$ cat src/rtl/pit_pkg.sv
`timescale 1ns/1ps
package pit_pkg;

    typedef enum logic [2:0] {
        MODE0 = 3'd0,
        MODE1 = 3'd1,
        MODE2 = 3'd2,
        MODE3 = 3'd3,
        MODE4 = 3'd4,
        MODE5 = 3'd5
    } pit_mode_e;

    function automatic pit_mode_e pit_decode(input logic [2:0] code);
        case (code)
            3'd6:    return MODE2;
            3'd7:    return MODE3;
            default: return pit_mode_e'(code);
        endcase
    endfunction

    function automatic logic pit_reloads(input pit_mode_e m);
        return (m == MODE0) || (m == MODE2) || (m == MODE3);
    endfunction

    function automatic logic pit_low_at_one(input pit_mode_e m);
        return (m == MODE2) || (m == MODE4) || (m == MODE5);
    endfunction

    function automatic logic pit_gate_pauses(input pit_mode_e m);
        return !((m == MODE1) || (m == MODE5));
    endfunction

    function automatic logic pit_gate_triggers(input pit_mode_e m);
        return !((m == MODE0) || (m == MODE4));
    endfunction

    function automatic logic pit_periodic(input pit_mode_e m);
        return (m == MODE2) || (m == MODE3);
    endfunction

endpackage

$ cat src/rtl/pit_edge_det.sv
`timescale 1ns/1ps
module pit_edge_det #(
    parameter int           N       = 2,
    parameter logic [N-1:0] RST_VAL = '0
) (
    input  logic         clk_i,
    input  logic         rst_ni,
    input  logic [N-1:0] sig_i,
    output logic [N-1:0] lvl_q,
    output logic [N-1:0] rise_o,
    output logic [N-1:0] fall_o
);
    logic [N-1:0] lvl_d;

    always_comb begin
        lvl_d = sig_i;
    end

    always_ff @(posedge clk_i or negedge rst_ni) begin
        if (!rst_ni) lvl_q <= RST_VAL;
        else         lvl_q <= lvl_d;
    end

    for (genvar i = 0; i < N; i++) begin : g_bit
        assign rise_o[i] = sig_i[i] & ~lvl_q[i];
        assign fall_o[i] = ~sig_i[i] & lvl_q[i];
    end
endmodule

$ cat src/rtl/pit_reload_calc.sv
`timescale 1ns/1ps
module pit_reload_calc
    import pit_pkg::*;
#(
    parameter int CNT_W = 16
) (
    input  pit_mode_e        mode_i,
    input  logic [CNT_W-1:0] reload_i,
    output logic [CNT_W:0]   eff_o,
    output logic [CNT_W:0]   half_o
);
    localparam int CW = CNT_W + 1;
    localparam logic [CNT_W:0] FULL = CW'(1) << CNT_W;

    always_comb begin
        if (reload_i == '0)
            eff_o = FULL;
        else if (mode_i == MODE3 && reload_i == CNT_W'(1))
            eff_o = FULL + CW'(1);
        else
            eff_o = {1'b0, reload_i};
        half_o = eff_o >> 1;
    end
endmodule

$ cat src/rtl/pit_core.sv
`timescale 1ns/1ps
module pit_core
    import pit_pkg::*;
#(
    parameter int CNT_W = 16
) (
    input  logic             clk_i,
    input  logic             rst_ni,
    input  logic             tclk_fall_i,
    input  logic             gate_rise_i,
    input  logic             gate_fall_i,
    input  logic             gate_i,
    input  logic             ctrl_we_i,
    input  pit_mode_e        ctrl_mode_i,
    input  logic             cnt_we_i,
    input  logic [CNT_W-1:0] cnt_val_i,
    input  logic [CNT_W:0]   eff_i,
    input  logic [CNT_W:0]   half_i,
    output pit_mode_e        mode_o,
    output logic [CNT_W-1:0] reload_o,
    output logic [CNT_W:0]   count_o,
    output logic             out_o
);
    localparam int CW = CNT_W + 1;
    localparam logic [CNT_W:0] FULL = CW'(1) << CNT_W;

    typedef struct packed {
        pit_mode_e        mode;
        logic [CNT_W-1:0] reload;
        logic [CNT_W:0]   count;
        logic             loaded;
        logic             run;
        logic             pend;
        logic             out;
    } chan_t;

    chan_t st_d, st_q;
    logic [CNT_W:0] dec;

    always_comb begin
        st_d = st_q;
        dec  = st_q.count - CW'(1);

        // count step
        if (st_q.run && tclk_fall_i) begin
            if (st_q.pend) begin
                st_d.pend  = 1'b0;
                st_d.count = eff_i;
            end else begin
                st_d.count = dec;
                if (st_q.mode == MODE3)
                    st_d.out = (dec > half_i);
                if (dec == CW'(1) && pit_low_at_one(st_q.mode))
                    st_d.out = 1'b0;
                if (dec == '0) begin
                    st_d.out = 1'b1;
                    if (pit_reloads(st_q.mode)) begin
                        st_d.count = eff_i;
                    end else begin
                        st_d.run   = 1'b0;
                        st_d.count = FULL;
                    end
                end
            end
        end

        // gate edges
        if (gate_fall_i) begin
            if (pit_gate_pauses(st_q.mode))
                st_d.run = 1'b0;
            if (pit_periodic(st_q.mode))
                st_d.out = 1'b1;
        end else if (gate_rise_i) begin
            if (pit_gate_triggers(st_q.mode)) begin
                st_d.pend = 1'b1;
                if (st_q.mode == MODE1)
                    st_d.out = 1'b0;
            end
            st_d.run = st_q.loaded;
        end

        // count write
        if (cnt_we_i) begin
            st_d.reload = cnt_val_i;
            st_d.loaded = 1'b1;
            case (st_q.mode)
                MODE0: begin
                    st_d.out  = 1'b0;
                    st_d.pend = 1'b1;
                    st_d.run  = gate_i;
                end
                MODE4: begin
                    st_d.pend = 1'b1;
                    st_d.run  = gate_i;
                end
                MODE2, MODE3: begin
                    if (!st_d.run) begin
                        st_d.pend = 1'b1;
                        st_d.run  = gate_i;
                    end
                end
                default: ;
            endcase
        end

        // control write
        if (ctrl_we_i) begin
            st_d.mode   = ctrl_mode_i;
            st_d.out    = (ctrl_mode_i != MODE0);
            st_d.reload = '0;
            st_d.loaded = 1'b0;
            st_d.run    = 1'b0;
            st_d.pend   = 1'b0;
        end
    end

    always_ff @(posedge clk_i or negedge rst_ni) begin
        if (!rst_ni) begin
            st_q.mode   <= MODE2;
            st_q.reload <= '0;
            st_q.count  <= FULL;
            st_q.loaded <= 1'b0;
            st_q.run    <= 1'b0;
            st_q.pend   <= 1'b0;
            st_q.out    <= 1'b1;
        end else begin
            st_q <= st_d;
        end
    end

    assign mode_o   = st_q.mode;
    assign reload_o = st_q.reload;
    assign count_o  = st_q.count;
    assign out_o    = st_q.out;
endmodule

$ cat src/rtl/pit_channel.sv
`timescale 1ns/1ps
module pit_channel
    import pit_pkg::*;
#(
    parameter int CNT_W = 16
) (
    input  logic             clk_i,
    input  logic             rst_ni,
    input  logic             tclk_i,
    input  logic             gate_i,
    input  logic             ctrl_we_i,
    input  logic [2:0]       ctrl_mode_i,
    input  logic             cnt_we_i,
    input  logic [CNT_W-1:0] cnt_val_i,
    output logic [CNT_W:0]   count_o,
    output logic             out_o
);
    localparam int NSIG = 2;
    localparam int TCLK_BIT = 0;
    localparam int GATE_BIT = 1;

    logic [NSIG-1:0] edge_lvl, edge_rise, edge_fall;
    pit_mode_e       cur_mode, wr_mode;
    logic [CNT_W-1:0] reload;
    logic [CNT_W:0]  eff, half;
    logic            tclk_lvl, gate_lvl;

    always_comb begin
        wr_mode = pit_decode(ctrl_mode_i);
    end

    pit_edge_det #(
        .N      (NSIG),
        .RST_VAL(2'b10)
    ) edge_i (
        .clk_i (clk_i),
        .rst_ni(rst_ni),
        .sig_i ({gate_i, tclk_i}),
        .lvl_q (edge_lvl),
        .rise_o(edge_rise),
        .fall_o(edge_fall)
    );

    assign tclk_lvl = edge_lvl[TCLK_BIT];
    assign gate_lvl = edge_lvl[GATE_BIT];

    pit_reload_calc #(.CNT_W(CNT_W)) calc_i (
        .mode_i  (cur_mode),
        .reload_i(reload),
        .eff_o   (eff),
        .half_o  (half)
    );

    pit_core #(.CNT_W(CNT_W)) core_i (
        .clk_i      (clk_i),
        .rst_ni     (rst_ni),
        .tclk_fall_i(edge_fall[TCLK_BIT]),
        .gate_rise_i(edge_rise[GATE_BIT]),
        .gate_fall_i(edge_fall[GATE_BIT]),
        .gate_i     (gate_i),
        .ctrl_we_i  (ctrl_we_i),
        .ctrl_mode_i(wr_mode),
        .cnt_we_i   (cnt_we_i),
        .cnt_val_i  (cnt_val_i),
        .eff_i      (eff),
        .half_i     (half),
        .mode_o     (cur_mode),
        .reload_o   (reload),
        .count_o    (count_o),
        .out_o      (out_o)
    );
endmodule

$ cat config.mk
export PLATFORM = sky130hd
export DESIGN_NAME = pit_channel
export DESIGN_NICKNAME = d
export VERILOG_FILES = /design/src/rtl/pit_pkg.sv /design/src/rtl/pit_edge_det.sv /design/src/rtl/pit_reload_calc.sv /design/src/rtl/pit_core.sv /design/src/rtl/pit_channel.sv
export SDC_FILE = /design/constraint.sdc
export NUM_CORES = 1
export LEC_CHECK = 0
export ABC_AREA = 1
export BUFFER_PORTS_ARGS = -buffer_cell sky130_fd_sc_hd__buf_4
export CORE_ASPECT_RATIO = 1.4
export CORE_UTILIZATION = 55
export CTS_CLUSTER_DIAMETER = 80
export DETAILED_ROUTE_END_ITERATION = 16
export PLACE_DENSITY = 0.78
export SLEW_MARGIN = 25
export SYNTH_ARGS = -nofsm -noshare
export SYNTH_HDL_FRONTEND = slang
export SYNTH_SLANG_ARGS = --single-unit
$ cat constraint.sdc
create_clock -name clk_i -period 3.5 [get_ports clk_i]
set_input_delay 0.175 -clock clk_i [delete_from_list [all_inputs] [get_ports clk_i]]
set_output_delay 0.175 -clock clk_i [all_outputs]
set_load 0.01 [all_outputs]
# [Yosys cells after proc, flatten, opt, wreduce, memory -nomap -nowiden]
# Index checks and enable logic that the tools add are counted.
[classes] add_sub_neg=1 order_cmp=1 n_eq_ne=9 mux=29 bitwise_logic=6 reduce_logical=17
[ops] operator="$mux 17" n=5
[ops] operator="$mux 16" n=2
[ops] operator="$eq 17x1->1 const B" n=1
[ops] operator="$gt 17x16->1" n=1
[ops] operator="$logic_not 17->1" n=1
[ops] operator="$sub 17x1->17 const B" n=1
[ops] operator="$eq 16x1->1 const B" n=1
[ops] operator="$logic_not 16->1" n=1
[ops] operator="$mux 1" n=14
[ops] operator="$eq 3x3->1 const B" n=4
[ops] operator="$mux 4" n=2
[ops] operator="$logic_or 1x1->1" n=7
[ops] operator="$eq 3x2->1 const B" n=2
[ops] operator="$mux 3" n=2
[ops] operator="$pmux 3 s2" n=1
[ops] operator="$mux 2" n=2
[ops] operator="$pmux 2 s2" n=1
[ops] operator="$reduce_or 2->1" n=2
[ops] operator="$and 1x1->1" n=3
[ops] operator="$eq 3x1->1 const B" n=1
[ops] operator="$logic_and 1x1->1" n=3
[ops] operator="$logic_not 3->1" n=1
[ops] operator="$not 1->1" n=3
[ops] operator="$reduce_bool 3->1" n=1
[ops] operator="$reduce_bool 2->1" n=1
[word_totals] register_bits=42 input_bits=25

# [Logic depth before layout (Yosys ltp)]
[logic_depth] depth_word=18 mapped_depth=22 ltp_nobuf=22

# [By module]
# Synthesis repeated with hierarchy kept, for this count alone.
[hier_totals] hier_cells=576 area_unflattened_um2=3870.0
[by_module_without_submodules] mod="pit_core" instances=1 cells_each=504 area_per_inst_um2=3484.6 seq_area_each_um2=1004.7
[by_module_without_submodules] mod="pit_reload_calc" instances=1 cells_each=58 area_per_inst_um2=289.0 seq_area_each_um2=0.0
[by_module_without_submodules] mod="pit_edge_det" instances=1 cells_each=10 area_per_inst_um2=81.3 seq_area_each_um2=51.3
[by_module_without_submodules] mod="pit_channel" instances=1 cells_each=4 area_per_inst_um2=15.0 seq_area_each_um2=0.0

# [Worst setup path after synthesis]
# No wires, ideal clock.
[synth_timing] kind="reg2reg" from="register core_i.st_q, in the netlist core_i.count_o[0]" to="register core_i.st_q, in the netlist core_i.out_o" setup_ns=0.082 t_arrival_ns=2.423 slack_ns=0.996 stages_incl_launch_ff=23 path_buffers=0 period_less_slack_ns=2.504 cell_sequence="dfrtp_1 > inv_2 > ha_1 > nand2_2 > nor2_2 > nand2_1 > xor2_1 > inv_1 > ha_1 > inv_1 > o21bai_1 > a31oi_1 > nor2_1 > nor2_1 > nand3_1 > nand3_1 > nand2_1 > nand2_1 > nand2_1 > nand2_1 > nand2_1 > nand2_1 > nand2_1"
[synth_lines] item="from (decl)" line="pit_core.sv:37" rtl="chan_t st_d, st_q;"
[synth_lines] item="from (signal assigned)" line="pit_core.sv:127" rtl="st_q <= st_d;"

==> run metrics <==
clock latency on the worst-skew pair 0.31 ns; vias in the first global route 2851; die width 65.6 µm; Cell Area, Synth about 3100 µm²; global placer's final weighted congestion roughly 0.96; Post-synth EDFFs 0; Synth top cells by count nand2_1 (85), inv_1 (59), nor2_1 (44); # port buffers 42; post-CTS setup buffers 0; P&R area growth vs syn 12.5%; initial core utilization 0.569; Worst Hold Depth 3; DRT Wirelength 8060 µm; core area 5490 µm²; cell taking the most area after synthesis dfrtp_1; first-pass GRT wire length 13300 µm; Worst EP arrival 3.10 ns; final hold vios 0; Resize count post-CTS 0; post-synthesis sequential area ratio 0.339; Sw Share 0.432; FILL cells 498; Slew @ Worst Pin 0.862 ns; hold_buf cts 3; Gate power share 0.494; r2r setup slk 0.63 ns; Yosys warning count 0; die area roughly 6000 µm²; number of remaining DRC errors 0; slowest stage delay, CP approximately 0.44 ns; diodes inserted 0; Layout Cells excl Fill 527; Synth Instances 431; pwr dens 621 nW/µm²; CTS tree built; first drt pass iteration count 5; Worst Setup Start Kind flop; initial antenna violation count 0; Final Max Slew Viols 0; Distinct cells, synth 37; Final WS setup 0.630 ns; layout cells sized above 1 0.190; Psw 941 µW; Async S/R FF share, synth 1.00; R2R depth 22; fin util 0.640; CP cell instances inv_2 > ha_1 > nand2_2 > nor2_2 > nand2_1 > xor2_1 > inv_1 > ha_1 > inv_1 > o21bai_1 > a31oi_1 > nor2_1 > nor2_1 > nand3_1 > nand3_1 > nand2_1 > nand2_1 > nand2_1 > nand2_1 > nand2_1 > nand2_1 > nand2_1; Finished Cell Area 3510 µm²; Syn Area/Cell around 7.2 µm²; Clock Root Buffer clkbuf_8; Clock Path Buffers 2; total grt overflow 0; RR Endpoint core_i.out_o$_DFF_PN1_; Reg2Reg Launch Point core_i.count_o[0]$_DFFE_PN0P_; Net Count, Synth 475; Max H-tree Level 2; largest net degree at the start of global routing 43; RSZ-0062 raised after global routing false; row count 32; CTS Buf Count 5; hold wc startpoint cnt_val_i[10]; io pins 43; CP required 3.73 ns; Slew headroom 0.426; top post-synthesis cells by area dfrtp_1 (30%), nand2_1 (10%), ha_1 (7.6%); DRT iter0 DRCs 140; Fmax around 350 MHz; Tot Pwr 2.18 mW; vias post-DR between 2k and 3k; top-area cell type share of the netlist area 0.305; CP Capture Type flop; Final Hold Slack 0.0718 ns; Worst-path clk slew about 0.09 ns; dpl ws 0.673 ns; VDD IR max 0.000264 V; slowest cell on the critical path dfrtp_1; final setup fails 0; status complete, no violations; critical setup path kind flop to flop; Antenna Violating Nets Remaining 0; placed cells 516; min Tclk post-route 2.87 ns; DP Area 3360 µm²; Main synth FF type dfrtp_1; sequential share of power 0.323; Final nets 502; hpwl dp 6090 µm; Seq cells post-synth between 40 and 50; MaxCap Viol Count 0; Clk network pwr share 0.184; Cell Int Power 1.24 mW; Tightest Hold Check Type input port to flop; Tot GR Track Use 0.293; most frequent cell after synthesis nand2_1; wire length per cell 15.3 µm; Sum Neg Setup Slack 0 ns; height of the die 91.1 µm; Worst Skew 0.00843 ns; WHS Endpoint core_i.reload_o[10]$_DFFE_PN0P_; Leak 1.66 nW; period utilization 0.820; vias per inst 5.52; CP max FO 5; Worst path most repeated cell nand2_1; clk sinks 42
==> cells by family (layout without fill, tap and decap cells) <==
group	Yosys count	count (layout)	synth area share
AO/OA/AOI/OAI	87	87	0.162
adder cells (fa/ha/maj)	19	19	0.0762
AND/OR/NAND/NOR	187	187	0.269
XOR/XNOR	8	8	0.0249
flip-flops	42	42	0.339
buffers and inverters	88	116	0.129
==> layout make-up <==
class	instances	area, µm²	area share
clock buffer	5	68.8	0.0196
clock inverter	3	45.0	0.0128
inverter	61	229	0.0653
multi-input combinational	301	1660	0.474
sequential	42	1060	0.301
tap	68	85.1	0.0243
timing repair buffer	47	360	0.103
==> critical path, delay by kind of cell (launching register included) <==
kind / cells / cell delay, ns
and+or+nand+nor: 14 / 1.10
adders and majority gates: 2 / 0.53
DFF: 1 / 0.44
buffers and inverters: 3 / 0.30
AOI/OAI and AO/OA: 2 / 0.21
xor gates and xnor gates: 1 / 0.20
==> flip-flops by register name, indices dropped and copies added (netlist names) <==
signal,cells
core_i.out_o,1
core_i.mode_o,3
edge_i.lvl_q,2
core_i.reload_o,16
core_i.st_q,3
core_i.count_o,17
==> worst max-delay path by stage <==
stage | end | slack [ns] | from
CTS | core_i.out_o$_DFF_PN1_ | 0.64 | core_i.count_o[0]$_DFFE_PN0P_
finish | core_i.out_o$_DFF_PN1_ | 0.63 | core_i.count_o[0]$_DFFE_PN0P_
detailed placement | core_i.out_o$_DFF_PN1_ | 0.67 | core_i.count_o[0]$_DFFE_PN0P_
global route | core_i.out_o$_DFF_PN1_ | 0.36 | core_i.count_o[0]$_DFFE_PN0P_
global placement | core_i.out_o$_DFF_PN1_ | 0.75 | core_i.count_o[0]$_DFFE_PN0P_
floorplan | core_i.out_o$_DFF_PN1_ | 1.0 | core_i.count_o[0]$_DFFE_PN0P_
==> layer usage <==
layer / global-route usage / share of wire / up-vias
li1: - / - / 1448
met1: 0.354 / 0.42 / 1364
met2: 0.507 / 0.52 / 82
met3: 0.0427 / 0.040 / 14
met4: 0.116 / 0.020 / 0
met5: 0 / 0 / -
==> cells in the final DEF (no fill, tap or decap), drive strengths merged, types with 3 or more instances in the layout <==
| master | instances |
|---|---|
| o21ai | 51 |
| buf | 44 |
| nand2 | 90 |
| nor3 | 5 |
| dlygate4sd3 | 3 |
| dfstp | 4 |
| nand4 | 13 |
| clkbuf | 5 |
| nor2 | 53 |
| a21oi | 22 |
| xor2 | 8 |
| ha | 19 |
| a22oi | 4 |
| dfrtp | 38 |
| nand3 | 20 |
| inv | 61 |
==> power groups by stage <==
stage / Sequential, mW / Clock (mW) / Combinational, mW
floorplan: 0.678 / 0 / 0.855
global placement: 0.707 / 0 / 1.05
detailed placement: 0.713 / 0 / 1.06
CTS: 0.703 / 0.401 / 1.07
global route: 0.717 / 0.422 / 1.23
finish: 0.703 / 0.401 / 1.08
No activity file was read; power rests on OpenSTA's default activity.
